==> src/rtl/dirq_pkg.sv <==
package dirq_pkg;

    // Default group sizes and register width
    localparam int unsigned DEF_NORM_N = 8;
    localparam int unsigned DEF_ABN_N  = 8;
    localparam int unsigned DEF_DATA_W = 32;

    // Register selection on the one-bit address
    typedef enum logic [0:0] {
        SEL_STATUS = 1'b0,
        SEL_MASK   = 1'b1
    } reg_sel_e;

    // Per-group summary pair
    typedef struct packed {
        logic abn;
        logic norm;
    } summary_t;

    // Decoded register-port write operation
    typedef struct packed {
        logic     active;
        reg_sel_e sel;
    } wr_op_t;

    function automatic wr_op_t decode_write(input logic wr, input logic addr);
        wr_op_t op;
        op.active = wr;
        op.sel    = reg_sel_e'(addr);
        return op;
    endfunction

    function automatic logic summary_any(input summary_t s);
        return s.norm | s.abn;
    endfunction

endpackage

==> src/rtl/dirq_status_bank.sv <==
module dirq_status_bank #(
    parameter int unsigned N = 8
) (
    input  logic         clk,
    input  logic         rst,
    input  logic [N-1:0] set_i,
    input  logic [N-1:0] clr_i,
    output logic [N-1:0] stat_o
);

    // One sticky bit per source; a set pulse outranks a clear request
    for (genvar b = 0; b < N; b++) begin : g_bit
        always_ff @(posedge clk) begin
            if (rst) begin
                stat_o[b] <= 1'b0;
            end else if (set_i[b]) begin
                stat_o[b] <= 1'b1;
            end else if (clr_i[b]) begin
                stat_o[b] <= 1'b0;
            end
        end
    end

endmodule

==> src/rtl/dirq_summary.sv <==
module dirq_summary #(
    parameter int unsigned N = 8
) (
    input  logic [N-1:0] stat_i,
    input  logic [N-1:0] mask_i,
    output logic         sum_o
);

    logic [N-1:0] enabled;

    always_comb begin
        enabled = stat_i & mask_i;
        sum_o   = |enabled;
    end

endmodule

==> src/rtl/dirq_regs.sv <==
module dirq_regs
    import dirq_pkg::*;
#(
    parameter int unsigned NORM_N = DEF_NORM_N,
    parameter int unsigned ABN_N  = DEF_ABN_N,
    parameter int unsigned DATA_W = DEF_DATA_W
) (
    input  logic              clk,
    input  logic              rst,
    input  logic              reg_addr,
    input  logic              reg_wr,
    input  logic [DATA_W-1:0] reg_wdata,
    input  logic [NORM_N-1:0] stat_norm,
    input  logic [ABN_N-1:0]  stat_abn,
    input  summary_t          sum_i,
    output logic [NORM_N-1:0] mask_norm,
    output logic [ABN_N-1:0]  mask_abn,
    output logic [NORM_N-1:0] clr_norm,
    output logic [ABN_N-1:0]  clr_abn,
    output logic [DATA_W-1:0] reg_rdata
);

    localparam int unsigned SRC_N    = NORM_N + ABN_N;
    localparam int unsigned NSUM_BIT = SRC_N;
    localparam int unsigned ASUM_BIT = SRC_N + 1;

    wr_op_t op;

    always_comb begin
        op = decode_write(reg_wr, reg_addr);
    end

    // Mask register
    always_ff @(posedge clk) begin
        if (rst) begin
            mask_norm <= '0;
            mask_abn  <= '0;
        end else if (op.active && op.sel == SEL_MASK) begin
            mask_norm <= reg_wdata[NORM_N-1:0];
            mask_abn  <= reg_wdata[SRC_N-1:NORM_N];
        end
    end

    // Write-one-to-clear requests toward the status banks
    always_comb begin
        clr_norm = '0;
        clr_abn  = '0;
        if (op.active && op.sel == SEL_STATUS) begin
            clr_norm = reg_wdata[NORM_N-1:0];
            clr_abn  = reg_wdata[SRC_N-1:NORM_N];
        end
    end

    // Read mux
    always_comb begin
        reg_rdata = '0;
        case (reg_sel_e'(reg_addr))
            SEL_STATUS: begin
                reg_rdata[NORM_N-1:0]     = stat_norm;
                reg_rdata[SRC_N-1:NORM_N] = stat_abn;
                reg_rdata[NSUM_BIT]       = sum_i.norm;
                reg_rdata[ASUM_BIT]       = sum_i.abn;
            end
            SEL_MASK: begin
                reg_rdata[NORM_N-1:0]     = mask_norm;
                reg_rdata[SRC_N-1:NORM_N] = mask_abn;
            end
            default: reg_rdata = '0;
        endcase
    end

endmodule

==> src/rtl/dma_irq_stat.sv <==
module dma_irq_stat
    import dirq_pkg::*;
#(
    parameter int unsigned NORM_N = DEF_NORM_N,
    parameter int unsigned ABN_N  = DEF_ABN_N,
    parameter int unsigned DATA_W = DEF_DATA_W
) (
    input  logic              clk,
    input  logic              rst,
    input  logic [NORM_N-1:0] evt_norm,
    input  logic [ABN_N-1:0]  evt_abn,
    input  logic              reg_addr,
    input  logic              reg_wr,
    input  logic [DATA_W-1:0] reg_wdata,
    output logic [DATA_W-1:0] reg_rdata,
    output logic              irq
);

    localparam int unsigned SRC_N = NORM_N + ABN_N;

    initial begin
        if (DATA_W < SRC_N + 2) $error("DATA_W too small for status layout");
    end

    logic [NORM_N-1:0] stat_norm, mask_norm, clr_norm;
    logic [ABN_N-1:0]  stat_abn,  mask_abn,  clr_abn;
    summary_t          sum;

    dirq_status_bank #(.N(NORM_N)) u_bank_norm (
        .clk(clk), .rst(rst), .set_i(evt_norm), .clr_i(clr_norm), .stat_o(stat_norm)
    );

    dirq_status_bank #(.N(ABN_N)) u_bank_abn (
        .clk(clk), .rst(rst), .set_i(evt_abn), .clr_i(clr_abn), .stat_o(stat_abn)
    );

    dirq_summary #(.N(NORM_N)) u_sum_norm (
        .stat_i(stat_norm), .mask_i(mask_norm), .sum_o(sum.norm)
    );

    dirq_summary #(.N(ABN_N)) u_sum_abn (
        .stat_i(stat_abn), .mask_i(mask_abn), .sum_o(sum.abn)
    );

    dirq_regs #(.NORM_N(NORM_N), .ABN_N(ABN_N), .DATA_W(DATA_W)) u_regs (
        .clk(clk), .rst(rst),
        .reg_addr(reg_addr), .reg_wr(reg_wr), .reg_wdata(reg_wdata),
        .stat_norm(stat_norm), .stat_abn(stat_abn), .sum_i(sum),
        .mask_norm(mask_norm), .mask_abn(mask_abn),
        .clr_norm(clr_norm), .clr_abn(clr_abn),
        .reg_rdata(reg_rdata)
    );

    // Registered level interrupt
    always_ff @(posedge clk) begin
        if (rst) irq <= 1'b0;
        else     irq <= summary_any(sum);
    end

endmodule

==> config.mk <==
export PLATFORM = sky130hd
export DESIGN_NAME = dma_irq_stat
export DESIGN_NICKNAME = d
export VERILOG_FILES = /design/src/rtl/dirq_pkg.sv /design/src/rtl/dirq_status_bank.sv /design/src/rtl/dirq_summary.sv /design/src/rtl/dirq_regs.sv /design/src/rtl/dma_irq_stat.sv
export SDC_FILE = /design/constraint.sdc
export NUM_CORES = 1
export LEC_CHECK = 0
export BUFFER_PORTS_ARGS = -buffer_cell sky130_fd_sc_hd__buf_4
export CAP_MARGIN = 30
export CORE_ASPECT_RATIO = 0.8
export CORE_UTILIZATION = 45
export DETAILED_ROUTE_END_ITERATION = 7
export PLACE_DENSITY = 0.8
export SYNTH_ARGS = -nofsm -noshare
export SYNTH_HDL_FRONTEND = slang
export SYNTH_SLANG_ARGS = --single-unit
==> constraint.sdc <==
create_clock -name clk -period 1.2 [get_ports clk]
set_clock_uncertainty 0.1 [all_clocks]
set_input_delay 0.06 -clock clk [delete_from_list [all_inputs] [get_ports clk]]
set_output_delay 0.06 -clock clk [all_outputs]
set_load 0.05 [all_outputs]
### Word-level counts from Yosys, hierarchy flattened

Cells that the tools add are included.

| word-level totals | value |
|---|---|
| flip-flop bits (word level) | 33 |
| input port bits | 52 |
| output and inout port bits | 33 |
| word-level logic and storage cells | 79 |

| cells by class | value |
|---|---|
| mux-type cells | 36 |
| bitwise gates (word level) | 4 |
| reduce and logical (&&, ||, !) cells | 20 |

Operators by type and width:

| kind | count |
|---|---|
| 2-to-1 mux 1 bit | 32 |
| case mux 16 bit (2 select lines) | 1 |
| nonzero test 2 bit | 16 |
| AND 8 bit | 2 |
| 2-to-1 mux 8 bit | 2 |
| OR reduction 8 bit | 2 |
| logical AND 1 bit | 2 |
| 2-to-1 mux 2 bit | 1 |
| NOT 1 bit | 1 |
| OR 1 bit | 1 |

### Longest topological paths before layout

| logic depth | value |
|---|---|
| word-level depth | 5 |
| mapped depth | 6 |
| gate-level depth less buffers | 3 |

### Modules after synthesis

A second synthesis with hierarchy kept.

| unflattened totals | value |
|---|---|
| cells, all modules | 205 |
| area, all modules | 2113.3 sq um |

By module, submodules not included:

| module | instances | cells each | area each (sq um) | seq. area each (sq um) |
|---|---|---|---|---|
| dirq_regs | 1 | 127 | 1247.4 | 320.3 |
| dirq_status_bank | 2 | 33 | 381.6 | 160.2 |
| dirq_summary | 2 | 5 | 36.3 | 0.0 |
| dma_irq_stat | 1 | 2 | 30.0 | 20.0 |

### Worst setup path before layout

No wires, ideal clock.

| timing path | value |
|---|---|
| path type | register -> output |
| start | register u_bank_abn.stat_o[6] |
| end | output port reg_rdata[17] |
| arrival | 1.249 ns |
| data required time | 1.040 ns |
| setup slack | -0.209 ns |
| cell stages (with the launch flop) | 4 |
| buffers on the path | 0 |
| cells stage by stage | dfxtp_1 -> a22oi_1 -> and4_1 -> nor2_1 |

| between the ends | value |
|---|---|
| cells in the longest elaborated chain, start to end | 3 |

RTL lines:

| what | line | RTL |
|---|---|---|
| from (decl) | dirq_status_bank.sv:8 | `output logic [N-1:0] stat_o` |
| from (signal, indexed assignment) | dirq_status_bank.sv:15 | `stat_o[b] <= 1'b0;` |
| from (signal, indexed assignment) | dirq_status_bank.sv:17 | `stat_o[b] <= 1'b1;` |
| from (signal, indexed assignment) | dirq_status_bank.sv:19 | `stat_o[b] <= 1'b0;` |
| AND 8 bit | dirq_summary.sv:12 | `enabled = stat_i & mask_i;` |
| OR reduction 8 bit | dirq_summary.sv:13 | `sum_o = \|enabled;` |
| 2-to-1 mux 2 bit | dirq_regs.sv:57 | `case (reg_sel_e'(reg_addr))` |
| to (decl) | dma_irq_stat.sv:15 | `output logic [DATA_W-1:0] reg_rdata,` |

Every way passes these cells.

### Worst setup path in the final report

| timing path | value |
|---|---|
| start | register u_bank_abn.stat_o[2] |
| end | output port reg_rdata[17] |

The elaborated chain is that of the path after synthesis.

==> results.md <==
- Setup violations remaining at the end of the flow were counted as 13.
- In this run the worst path has a maximum fanout of 2.
- For the worst setup path, the data arrival time is 1.25 ns.
- Dividing total power by cell area gives a power density of 1160 nW/µm².
- The slowest stage of the critical path is the sky130_fd_sc_hd__dfxtp_2 cell.
- In this run, the number of DRC markers left after iteration 0 of detailed routing was 76.
- The average via count per standard cell is 4.98.
- The layout net count is 327.
- Traced cell by cell, the critical path runs through a22oi_2, and4_4, nor2_2, buf_6.
- The flow ran to the end, but the final reports show violations.
- The overall power of the completed layout is 3.01 mW.
- The total core area is 3450 µm².
- The ratio of cells with drive above 1 in the final layout is 50.0%.
- At the placement stage, the worst setup path has a slack of 0.0257 ns.
- In the final routed layout, each cell accounts on average for 13.5 µm.
- The remaining antenna violation count is 0.
- The sequential cells in the finished layout cover a total of 698 µm².
- The longest individual stage delay on the worst path is 0.33 ns.
- Synthesis instantiated 16 different standard cells from the library.
- The final-report hold violation count is 0.
- The area growth from synthesis to layout is 59.0%.
- The quantity of I/O buffers inserted on ports is 54.
- From left edge to right edge, the die measures 69.3 µm.
- Summing all multi-input logic gate instances after layout gives 882 µm².
- The sum of net half-perimeters after detailed placement is 2.46 mm.
- The die covers 3870 µm².
- The cell at the root of the clock tree is sky130_fd_sc_hd__clkbuf_8.
- The final reports fail on setup timing.
- The synthesized netlist cell count is 188.
- The number of iterations in the first detailed-routing pass is 4.
- In the layout the commonest cells are sky130_fd_sc_hd__buf_4 (43), sky130_fd_sc_hd__nand2_1 (32), sky130_fd_sc_hd__dlygate4sd3_1 (32).
- The total count of max-transition violations in the final report came to 0.
- The worst min-delay path class is in -> reg.
- The total number of clock tree sinks is 33.
- The critical path is of the reg -> out type.
- The clock-pin transition on the worst setup and hold timing paths is 0.07 ns.
- After detailed routing, the number of remaining DRC violations is 0.
- The later-pin clock latency in the skew report is 0.28 ns.
- The initial core utilization is 47.3%.
- VDD sags by at most 533 µV.
- Fill cells in the final layout number 230.
- The max capacitance violation total is 0.
- The final-layout setup total negative slack is -0.827 ns.
- The global routing usage on met3 is 5.62%.
- The reported leakage power is 1.08 nW.
- The library cell used most frequently in the layout, excluding fill and tap cells, is sky130_fd_sc_hd__buf_4.
- Counting both buffers and inverters, the worst setup path holds a total of 1.
- The height of the chip is 55.9 µm.
- The first global-routing pass estimated 6.94 mm of wire.
- The number of antenna violations at the first check in global routing is 0.
- The final layout contains routed wiring with a total length of 4.31 mm.
- The worst setup path is captured at a primary output.
- The number of diodes is 0.
- Across every metal layer, demand over resource in global routing totals 23.0%.
- The count of yosys warnings during synthesis is 0.
- Setup repair after global routing could not meet its margin everywhere.
- Counting the buffers created by CTS gives 5.
- At the end of routability-driven placement, the weighted congestion stood at 0.713.
- Detailed routing inserted a total of 1583 vias.
- The smallest setup slack after layout is -0.213 ns.
- The worst-case clock buffer depth is 2.
- The global-route congestion overflow total is 0.
- The number of global-route vias before repair is 1535.
- The combined area of all synthesized cells is 1630 µm².
- The H-tree generated during clock tree synthesis spans 2 levels.
- The sequential share of the synthesized area is 40.5%.
- Entering global routing, the biggest net connects 37 pins.
- In this run the count of I/O pins placed on the die edge is 85.
- After layout, the worst path uses 118% of the clock period.
- In this run the core area contains 19 standard-cell rows.
- STA classifies the critical path startpoint as a register.
- The TritonCTS clock tree is built.
- The post-synthesis sequential element count is 33.
- The top achievable clock speed is 708 MHz.
- In the global route stage, met1 resource usage came out at 27.1%.
- The largest delay contributor family on the critical path is flip-flops.
- STA puts the critical path data required time at 1.04 ns.
- The final critical-path required period is 1.41 ns.
- The synthesized area divided by synthesized cell count is 8.68 µm².
- The layer flagged by global routing as most heavily used is met2.
- The met2 routing resource usage after global routing is 40.8%.
[stage by stage]
stage | std cells | hold WS, ns | util (%) | area [µm²]
finish | 318 | 0.0773 | 75.3 | 2590
global route | 318 | 0.0817 | 75.3 | 2590
CTS | 318 | 0.0775 | 74.0 | 2550
detailed placement | 274 | 0.174 | 57.7 | 1990
global placement | 274 | 0.166 | 57.7 | 1990
floorplan | 201 | 0.0774 | - | 1690
[Yosys cell counts, drive strengths merged]
cell type  count  share of area, %
a22oi          8               3.7
buf           24                11
nand2         33               7.7
conb           1              0.23
and4           2               1.1
and2           1              0.54
mux2          16                11
nor2          18               4.1
dfxtp         33                40
nand3b        16               7.4
a21oi         33                12
clkbuf         3              0.69
[kinds of logic after synthesis]
logic type | Yosys count | share of synthesized area, %
AOI/OAI and AO/OA | 41 | 16.1
buffers and inverters | 27 | 11.3
muxes | 16 | 11.0
and+or+nand+nor | 70 | 20.9
DFF | 33 | 40.5
other | 1 | 0.230
[report_power, final]
group / switching, mW / internal [mW]
clock: 0.394 / 0.518
sequential: 0.0587 / 1.18
combinational: 0.488 / 0.374
total: 0.941 / 2.07
[metal layers]
metal / up-vias / wire (µm)
li1: 788 / -
met1: 722 / 1770
met2: 65 / 2230
met3: 8 / 249
met4: 0 / 59
met5: - / 0
[worst paths after layout]
kind,end,cells after the start,from,slack (ns)
min reg2reg,u_regs.mask_norm[0],2,u_regs.mask_norm[0],0.37
max,reg_rdata[17],4,u_bank_abn.stat_o[2],-0.21
min,u_bank_norm.stat_o[2],2,rst,0.08
max reg2reg,irq,4,u_regs.mask_norm[5],0.06
[final cells by class]
| cell class | count | area share (%) |
|---|---|---|
| multi-input combinational | 141 | 34.0 |
| sequential | 33 | 26.9 |
| clock buffer | 7 | 3.71 |
| timing repair buffer | 94 | 33.2 |
| tap | 42 | 2.03 |
| clock inverter | 1 | 0.193 |
[flip-flops by register name (all words and copies together), names as in the netlist]
signal              cells
u_bank_norm.stat_o      8
irq                     1
u_bank_abn.stat_o       8
u_regs.mask_norm        8
u_regs.mask_abn         8
[timing repair]
action	4_1_cts	5_1_grt
hold endpoints to repair	32	0
endpoints found under the setup margin	18	19
hold buffers	32	0
pin swaps	7	5
setup buffers	4	1
resized for setup	36	23
Note: power is estimated with default switching activity, not from simulation.
